==> src/rtl/irq_accept_pkg.sv <==
// Shared constants and types for the interrupt acceptance controller.
// Assumes exactly four urgency levels encoded in two bits.
package irq_accept_pkg;
    localparam int NUM_LVL = 4;
    localparam int LVL_W   = 2;

    typedef enum logic [1:0] {
        KIND_VEC   = 2'd0,
        KIND_MACRO = 2'd1,
        KIND_NMI   = 2'd2,
        KIND_TRAP  = 2'd3
    } ack_kind_e;
endpackage

==> src/rtl/irq_first_pick.sv <==
// Fixed-order picker: reports whether any request bit is set and the
// index of the lowest set bit. Purely combinational; assumes N >= 2.
module irq_first_pick #(
    parameter int N  = 8,
    parameter int IW = $clog2(N)
) (
    input  logic [N-1:0]  req,
    output logic          found,
    output logic [IW-1:0] idx
);
    // Scan from the top so that the lowest set index is written last.
    always_comb begin
        found = |req;
        idx   = '0;
        for (int i = N - 1; i >= 0; i--) begin
            if (req[i]) begin
                idx = IW'(i);
            end
        end
    end
endmodule

==> src/rtl/irq_level_arb.sv <==
// Level arbiter for vectored requests: the lowest level number wins and
// the lowest index breaks ties inside a level. Assumes the eligibility
// vector has already been filtered by mask, enable and nesting state.
module irq_level_arb
    import irq_accept_pkg::*;
#(
    parameter int N  = 8,
    parameter int IW = $clog2(N)
) (
    input  logic [N-1:0]       elig,
    input  logic [2*N-1:0]     prio,
    output logic               found,
    output logic [IW-1:0]      win_idx,
    output logic [LVL_W-1:0]   win_lvl
);
    logic [NUM_LVL-1:0] lvl_found;
    logic [IW-1:0]      lvl_idx [NUM_LVL];

    for (genvar l = 0; l < NUM_LVL; l++) begin : g_lvl
        logic [N-1:0] hit;

        // Collect eligible sources that sit at this level.
        always_comb begin
            for (int i = 0; i < N; i++) begin
                hit[i] = elig[i] && (prio[2*i +: LVL_W] == LVL_W'(l));
            end
        end

        irq_first_pick #(.N(N), .IW(IW)) u_pick (
            .req   (hit),
            .found (lvl_found[l]),
            .idx   (lvl_idx[l])
        );
    end

    // Take the most urgent level that has a candidate.
    always_comb begin
        found   = |lvl_found;
        win_idx = '0;
        win_lvl = '0;
        for (int l = NUM_LVL - 1; l >= 0; l--) begin
            if (lvl_found[l]) begin
                win_idx = lvl_idx[l];
                win_lvl = LVL_W'(l);
            end
        end
    end
endmodule

==> src/rtl/irq_isv_track.sv <==
// In-service tracker for maskable nesting: one bit per level. Setting a
// level marks it busy. End of service clears the most urgent busy level.
// lvl_open[l] is high when no level numbered l or lower is busy.
module irq_isv_track
    import irq_accept_pkg::*;
(
    input  logic               clk,
    input  logic               rst_n,
    input  logic               set_en,
    input  logic [LVL_W-1:0]   set_lvl,
    input  logic               clr_en,
    output logic [NUM_LVL-1:0] isv_q,
    output logic [NUM_LVL-1:0] lvl_open
);
    logic [NUM_LVL-1:0] clr_mask;
    logic [NUM_LVL-1:0] set_mask;

    // Select the most urgent busy level for clearing.
    always_comb begin
        clr_mask = '0;
        for (int l = NUM_LVL - 1; l >= 0; l--) begin
            if (isv_q[l]) begin
                clr_mask    = '0;
                clr_mask[l] = clr_en;
            end
        end
    end

    // Decode the level that is being entered.
    always_comb begin
        set_mask = '0;
        set_mask[set_lvl] = set_en;
    end

    // Running "all more-urgent levels idle" chain.
    always_comb begin
        logic acc;
        acc = 1'b1;
        for (int l = 0; l < NUM_LVL; l++) begin
            acc         = acc & ~isv_q[l];
            lvl_open[l] = acc;
        end
    end

    // Update the in-service vector.
    always_ff @(posedge clk) begin
        if (!rst_n) begin
            isv_q <= '0;
        end else begin
            isv_q <= (isv_q & ~clr_mask) | set_mask;
        end
    end
endmodule

==> src/rtl/irq_nmi_unit.sv <==
// Non-maskable request unit. It synchronises the external pin, detects
// its rising edge, latches pending flags for the pin and the watchdog,
// and keeps one in-service flag for each. The watchdog ranks above the
// pin. Bit 1 of isv_q is the watchdog and bit 0 is the pin.
module irq_nmi_unit #(
    parameter int SYNC_STAGES = 2
) (
    input  logic       clk,
    input  logic       rst_n,
    input  logic       pin_async,
    input  logic       wdt_req,
    input  logic       take,
    input  logic       eos_in,
    output logic       go,
    output logic       sel_wdt,
    output logic [1:0] isv_q
);
    logic [SYNC_STAGES-1:0] sync_q;
    logic                   prev_q;
    logic                   pin_rise;
    logic                   pend_pin_q;
    logic                   pend_wdt_q;
    logic                   go_pin;
    logic                   go_wdt;
    logic [1:0]             set_v;
    logic [1:0]             clr_v;

    // Bring the pin into the clock domain and remember the last level.
    always_ff @(posedge clk) begin
        if (!rst_n) begin
            sync_q <= '0;
            prev_q <= 1'b0;
        end else begin
            sync_q <= {sync_q[SYNC_STAGES-2:0], pin_async};
            prev_q <= sync_q[SYNC_STAGES-1];
        end
    end

    assign pin_rise = sync_q[SYNC_STAGES-1] & ~prev_q;

    // Acceptance: each source is blocked by itself or a higher-ranked source in service.
    assign go_wdt  = pend_wdt_q & ~isv_q[1];
    assign go_pin  = pend_pin_q & ~isv_q[1] & ~isv_q[0];
    assign go      = go_wdt | go_pin;
    assign sel_wdt = go_wdt;

    // In-service set on acceptance, clear of the innermost on end of service.
    always_comb begin
        set_v    = 2'b00;
        set_v[1] = take & sel_wdt;
        set_v[0] = take & ~sel_wdt;
        clr_v    = 2'b00;
        if (isv_q[1]) begin
            clr_v[1] = eos_in;
        end else begin
            clr_v[0] = eos_in;
        end
    end

    // Pending flags hold until accepted; a new event wins over a same-cycle accept.
    always_ff @(posedge clk) begin
        if (!rst_n) begin
            pend_pin_q <= 1'b0;
            pend_wdt_q <= 1'b0;
            isv_q      <= 2'b00;
        end else begin
            pend_pin_q <= pin_rise | (pend_pin_q & ~set_v[0]);
            pend_wdt_q <= wdt_req  | (pend_wdt_q & ~set_v[1]);
            isv_q      <= (isv_q & ~clr_v) | set_v;
        end
    end
endmodule

==> src/rtl/irq_accept_ctrl.sv <==
// Interrupt acceptance controller (top). It holds pending flags for the
// maskable sources and the trap pair, filters them by mask, global enable
// and nesting state, ranks the classes, and registers a one-cycle
// acknowledge. Assumes request strobes are synchronous to clk, except
// nmi_pin, which is synchronised inside.
module irq_accept_ctrl
    import irq_accept_pkg::*;
#(
    parameter int N_SRC       = 8,
    parameter int SYNC_STAGES = 2
) (
    input  logic                       clk,
    input  logic                       rst_n,
    input  logic [N_SRC-1:0]           irq_req,
    input  logic [N_SRC-1:0]           irq_mask,
    input  logic [2*N_SRC-1:0]         irq_prio,
    input  logic [N_SRC-1:0]           macro_en,
    input  logic                       glob_en,
    input  logic                       nmi_pin,
    input  logic                       wdt_nmi,
    input  logic                       trap_req,
    input  logic                       operr_req,
    input  logic                       eos,
    output logic                       ack_valid,
    output logic [$clog2(N_SRC)-1:0]   ack_src,
    output logic [1:0]                 ack_kind
);
    localparam int IDX_W = $clog2(N_SRC);

    logic [N_SRC-1:0]   pend_q;
    logic               trap_pend_q;
    logic               operr_pend_q;

    logic               nmi_go;
    logic               nmi_sel_wdt;
    logic [1:0]         nmi_isv;
    logic               nmi_busy;

    logic [N_SRC-1:0]   mac_elig;
    logic               mac_go;
    logic [IDX_W-1:0]   mac_idx;

    logic [NUM_LVL-1:0] isv_lvl;
    logic [NUM_LVL-1:0] lvl_open;
    logic [N_SRC-1:0]   vec_elig;
    logic               vec_go;
    logic [IDX_W-1:0]   vec_idx;
    logic [LVL_W-1:0]   vec_lvl;

    logic               take_nmi;
    logic               take_trap;
    logic               take_mac;
    logic               take_vec;
    logic [N_SRC-1:0]   ack_clr;
    logic [IDX_W-1:0]   src_d;
    ack_kind_e          kind_d;

    assign nmi_busy = |nmi_isv;

    irq_nmi_unit #(.SYNC_STAGES(SYNC_STAGES)) u_nmi (
        .clk       (clk),
        .rst_n     (rst_n),
        .pin_async (nmi_pin),
        .wdt_req   (wdt_nmi),
        .take      (take_nmi),
        .eos_in    (eos & nmi_busy),
        .go        (nmi_go),
        .sel_wdt   (nmi_sel_wdt),
        .isv_q     (nmi_isv)
    );

    // Macro-service candidates ignore the global enable and nesting state.
    assign mac_elig = pend_q & ~irq_mask & macro_en;

    irq_first_pick #(.N(N_SRC), .IW(IDX_W)) u_mac_pick (
        .req   (mac_elig),
        .found (mac_go),
        .idx   (mac_idx)
    );

    // Vectored candidates must be enabled, unmasked and more urgent than all work in service.
    always_comb begin
        for (int i = 0; i < N_SRC; i++) begin
            vec_elig[i] = pend_q[i] & ~irq_mask[i] & ~macro_en[i] & glob_en
                        & ~nmi_busy & lvl_open[irq_prio[2*i +: LVL_W]];
        end
    end

    irq_level_arb #(.N(N_SRC), .IW(IDX_W)) u_vec_arb (
        .elig    (vec_elig),
        .prio    (irq_prio),
        .found   (vec_go),
        .win_idx (vec_idx),
        .win_lvl (vec_lvl)
    );

    irq_isv_track u_isv (
        .clk      (clk),
        .rst_n    (rst_n),
        .set_en   (take_vec),
        .set_lvl  (vec_lvl),
        .clr_en   (eos & ~nmi_busy),
        .isv_q    (isv_lvl),
        .lvl_open (lvl_open)
    );

    // Class ranking: NMI, then trap pair, then macro service, then vectored.
    always_comb begin
        take_nmi  = nmi_go;
        take_trap = ~nmi_go & (trap_pend_q | operr_pend_q);
        take_mac  = ~nmi_go & ~(trap_pend_q | operr_pend_q) & mac_go;
        take_vec  = ~nmi_go & ~(trap_pend_q | operr_pend_q) & ~mac_go & vec_go;
    end

    // Build the acknowledge contents and the pending clear vector.
    always_comb begin
        kind_d  = KIND_VEC;
        src_d   = '0;
        ack_clr = '0;
        if (take_nmi) begin
            kind_d = KIND_NMI;
            src_d  = nmi_sel_wdt ? IDX_W'(1) : IDX_W'(0);
        end else if (take_trap) begin
            kind_d = KIND_TRAP;
            src_d  = trap_pend_q ? IDX_W'(0) : IDX_W'(1);
        end else if (take_mac) begin
            kind_d           = KIND_MACRO;
            src_d            = mac_idx;
            ack_clr[mac_idx] = 1'b1;
        end else if (take_vec) begin
            kind_d           = KIND_VEC;
            src_d            = vec_idx;
            ack_clr[vec_idx] = 1'b1;
        end
    end

    // Pending flags: a new strobe wins over a same-cycle clear.
    always_ff @(posedge clk) begin
        if (!rst_n) begin
            pend_q       <= '0;
            trap_pend_q  <= 1'b0;
            operr_pend_q <= 1'b0;
        end else begin
            pend_q       <= irq_req | (pend_q & ~ack_clr);
            trap_pend_q  <= trap_req | (trap_pend_q & ~take_trap);
            operr_pend_q <= operr_req | (operr_pend_q & ~(take_trap & ~trap_pend_q));
        end
    end

    // Register the acknowledge as a single-cycle pulse.
    always_ff @(posedge clk) begin
        if (!rst_n) begin
            ack_valid <= 1'b0;
            ack_src   <= '0;
            ack_kind  <= 2'd0;
        end else begin
            ack_valid <= take_nmi | take_trap | take_mac | take_vec;
            ack_src   <= src_d;
            ack_kind  <= kind_d;
        end
    end
endmodule

==> config.mk <==
export PLATFORM = sky130hd
export DESIGN_NAME = irq_accept_ctrl
export DESIGN_NICKNAME = d
export VERILOG_FILES = /design/src/rtl/irq_accept_pkg.sv /design/src/rtl/irq_first_pick.sv /design/src/rtl/irq_level_arb.sv /design/src/rtl/irq_isv_track.sv /design/src/rtl/irq_nmi_unit.sv /design/src/rtl/irq_accept_ctrl.sv
export SDC_FILE = /design/constraint.sdc
export NUM_CORES = 1
export LEC_CHECK = 0
export BUFFER_PORTS_ARGS = -buffer_cell sky130_fd_sc_hd__buf_2
export CAP_MARGIN = 20
export CORE_UTILIZATION = 54
export CTS_BUF_LIST = sky130_fd_sc_hd__clkbuf_4 sky130_fd_sc_hd__clkbuf_8 sky130_fd_sc_hd__clkbuf_16
export CTS_CLUSTER_SIZE = 40
export DETAILED_ROUTE_END_ITERATION = 12
export PLACE_DENSITY_LB_ADDON = 0.25
export SKIP_LAST_GASP = 1
export SLEW_MARGIN = 5
export SYNTH_ARGS = -nofsm -noshare
export SYNTH_HDL_FRONTEND = slang
export SYNTH_SLANG_ARGS = --single-unit
export TNS_END_PERCENT = 10
==> constraint.sdc <==
create_clock -name clk -period 3.2 [get_ports clk]
set_input_delay 0.16 -clock clk [delete_from_list [all_inputs] [get_ports clk]]
set_output_delay 0.16 -clock clk [all_outputs]
set_load 0.05 [all_outputs]
==> metrics.cfg <==
[power]
ir_drop_mv = 0.387
power_per_cell_area_nw_per_um2 = 336
power.total_uw = 885
leakage_nw = 1.05

[routing]
vias = 2589
viasPerCell = 6.51
wl_per_cell_um = 16.2
totalWireLength_um = 6460
firstDrtPassIters = 5
drc = 0
drt-initial-drc-count = 218
drtAntennaViolNets = 0

[yosys]
synth_seq_cells = 27
avgSynthCellArea_um2 = 7.64
ys.flop_type = dfxtp_1
synth_top_family_by_area = simple AND/OR/NAND/NOR gates
synthTopCellsByArea = dfxtp_1 (24%), nand2_1 (5.3%), a21oi_1 (4.7%), nor4b_1 (4.7%), nor2_1 (4.5%)
synth_edf_count = 0
synth_cells = 295
ys_types = 61
synth.most_common_cell = nand2_1
yosys.area_share.simple_pct = 38.6
synthesis.area_um2 = 2250
syn_nets = 343
synthArstFlopShare_pct = 0
synth_xor_area_share_pct = 0
yosys.area.top_type = dfxtp_1
synthAdderAreaFrac_pct = 0
synth-warning-count = 0
synthTopCellsByCount = nand2_1 (32), dfxtp_1 (27), nor2_1 (27)
synth_compound_area_share_pct = 34.0
synth_top_area_share_pct = 24.0
synth_mux_area_share_pct = 0
ys_seq_area_share_pct = 24.0

[setup_path]
worstPathArrival_ns = 3.14
max_stage_delay_ns = 0.65
cp_slowest_cell = a211oi_1
worst-path-buf-inv = 0
worstPathCellList = or4b_4, or3_1, o21ai_0, nor3_1, a21boi_0, a211oi_1, nor3_1, a311oi_1
cp.required_ns = 3.38
worstSetupStartpointType = flop
crit_path_frequent_cell = nor3_1
path_class = reg -> reg
crit_family = compound AO/OA/AOI/OAI gates
worstPathMaxFanout = 11
end_kind = flop

[timing]
final-setup-viol-count = 0
fmax_mhz = 338
clock-skew-final_ns = 0.00377
rsz0062_at_grt = false
period_needed_ns = 2.96
fin_setup_tns_ns = 0
layout_setup_ws_ns = 0.241
worst_pin_slew_ns = 0.797
slew_headroom_pct = 46.1
finalCritPeriodShare_pct = 92.5
maxSlewViolCount = 0
hold_violations = 0

[outcome]
outcome = finished clean

[min_path]
worstHoldPathType = in -> reg

[floorplan]
pin_count = 54
die_w_um = 66.6
start_util_pct = 56.3
die_h_um = 66.6
dieArea_um2 = 4440
coreArea_um2 = 4000
rows = 23

[place]
placedCellCount = 394
dp_slack_ns = 0.305
gp_congestion = 1.01
dp_hpwl_um = 5270
portBuffers = 53

[global_route]
grt_max_degree = 18
grt_pass1_vias = 2247
antenna_found_initial = 0
grt_overflow_total = 0
grt_pass1_wl_um = 10300
grt_use_total_pct = 30.4

[clock_network]
clk_root_buffer_cell = clkbuf_8
cts_tree = done
clk_latency_ns = 0.27
clock-sinks = 27
cts_max_path_buffers = 2
htree_levels = 1
cts_buffers = 3
clk_pin_slew_ns = 0.09

[layout]
fin_cells = 398
synthToLayoutAreaGrowth_pct = 16.9
fin_nets = 397
n_antenna_cell = 0
drive_above_1_share_pct = 22.4

[run]
drv_cap = 0

==> through the flow <==
step	hold slack, ns	utilization, %	instance area, um^2
2_1_floorplan	0.263	-	2250
3_3_place_gp	0.367	64.5	2580
3_5_place_dp	0.372	64.5	2580
4_1_cts	0.0851	65.7	2630
5_1_grt	0.0827	65.9	2640
6_report	0.0830	65.9	2640
==> kinds of logic after synthesis <==
kind of cell | Yosys count
compound gates | 105
buf+inv | 19
flops | 27
simple gates | 144
==> area by class of cell <==
cell class	instances	area, um^2
clock inverter	1	7.51
multi-input combinational	249	1640
timing repair buffer	58	303
tap	50	62.6
clock buffer	3	41.3
inverter	10	37.5
sequential	27	541
fill	350	1370
==> metal layers <==
metal | track usage [%] | share of wire (%) | vias to the layer above
met5 | 0 | 0 | -
met4 | 7.45 | 0.79 | 0
met3 | 3.42 | 6.5 | 6
met2 | 51.4 | 48 | 113
met1 | 40.7 | 45 | 1207
li1 | - | - | 1263
==> sequential cells by signal, summed over array words and instances, names as in the netlist, 2 cells and up <==
name          cells
u_nmi.isv_q       2
ack_kind          2
ack_src           3
u_isv.isv_q       4
pend_q            8
u_nmi.sync_q      2
==> where the power goes <==
group	leakage, nW	total [mW]	internal (mW)	switching (mW)
clock network	0.0217	0.197	0.0885	0.108
registers	0.223	0.385	0.360	0.0250
logic	0.801	0.304	0.122	0.182
==> cell usage in the layout, fill, tap and decap left out, drive strengths merged, types with 4 or more instances in the layout <==
cell type	count
a211oi	8
a21boi	4
a21oi	21
a22oi	4
a31oi	5
and2	10
buf	58
dfxtp	27
inv	9
nand2	32
nand2b	6
nand3	7
nand3b	6
nor2	27
nor3	7
nor4b	12
nor4bb	7
o211ai	4
o21a	5
o21ai	16
or4b	5
==> repair_timing <==
action,CTS,global route
hold buffers,0,0
buffers inserted,0,0
setup endpoints to repair,0,1
gates resized for setup,0,1
==> worst paths after layout <==
check                  start               to  slack (ns)  cells after the start
min reg2reg  u_nmi.sync_q[0]  u_nmi.sync_q[1]        0.44                      1
max           u_nmi.isv_q[1]        pend_q[0]        0.24                      8
max reg2reg   u_nmi.isv_q[1]        pend_q[0]        0.24                      8
min                  nmi_pin  u_nmi.sync_q[0]        0.08                      2
Power figures use the tool's default switching activity.
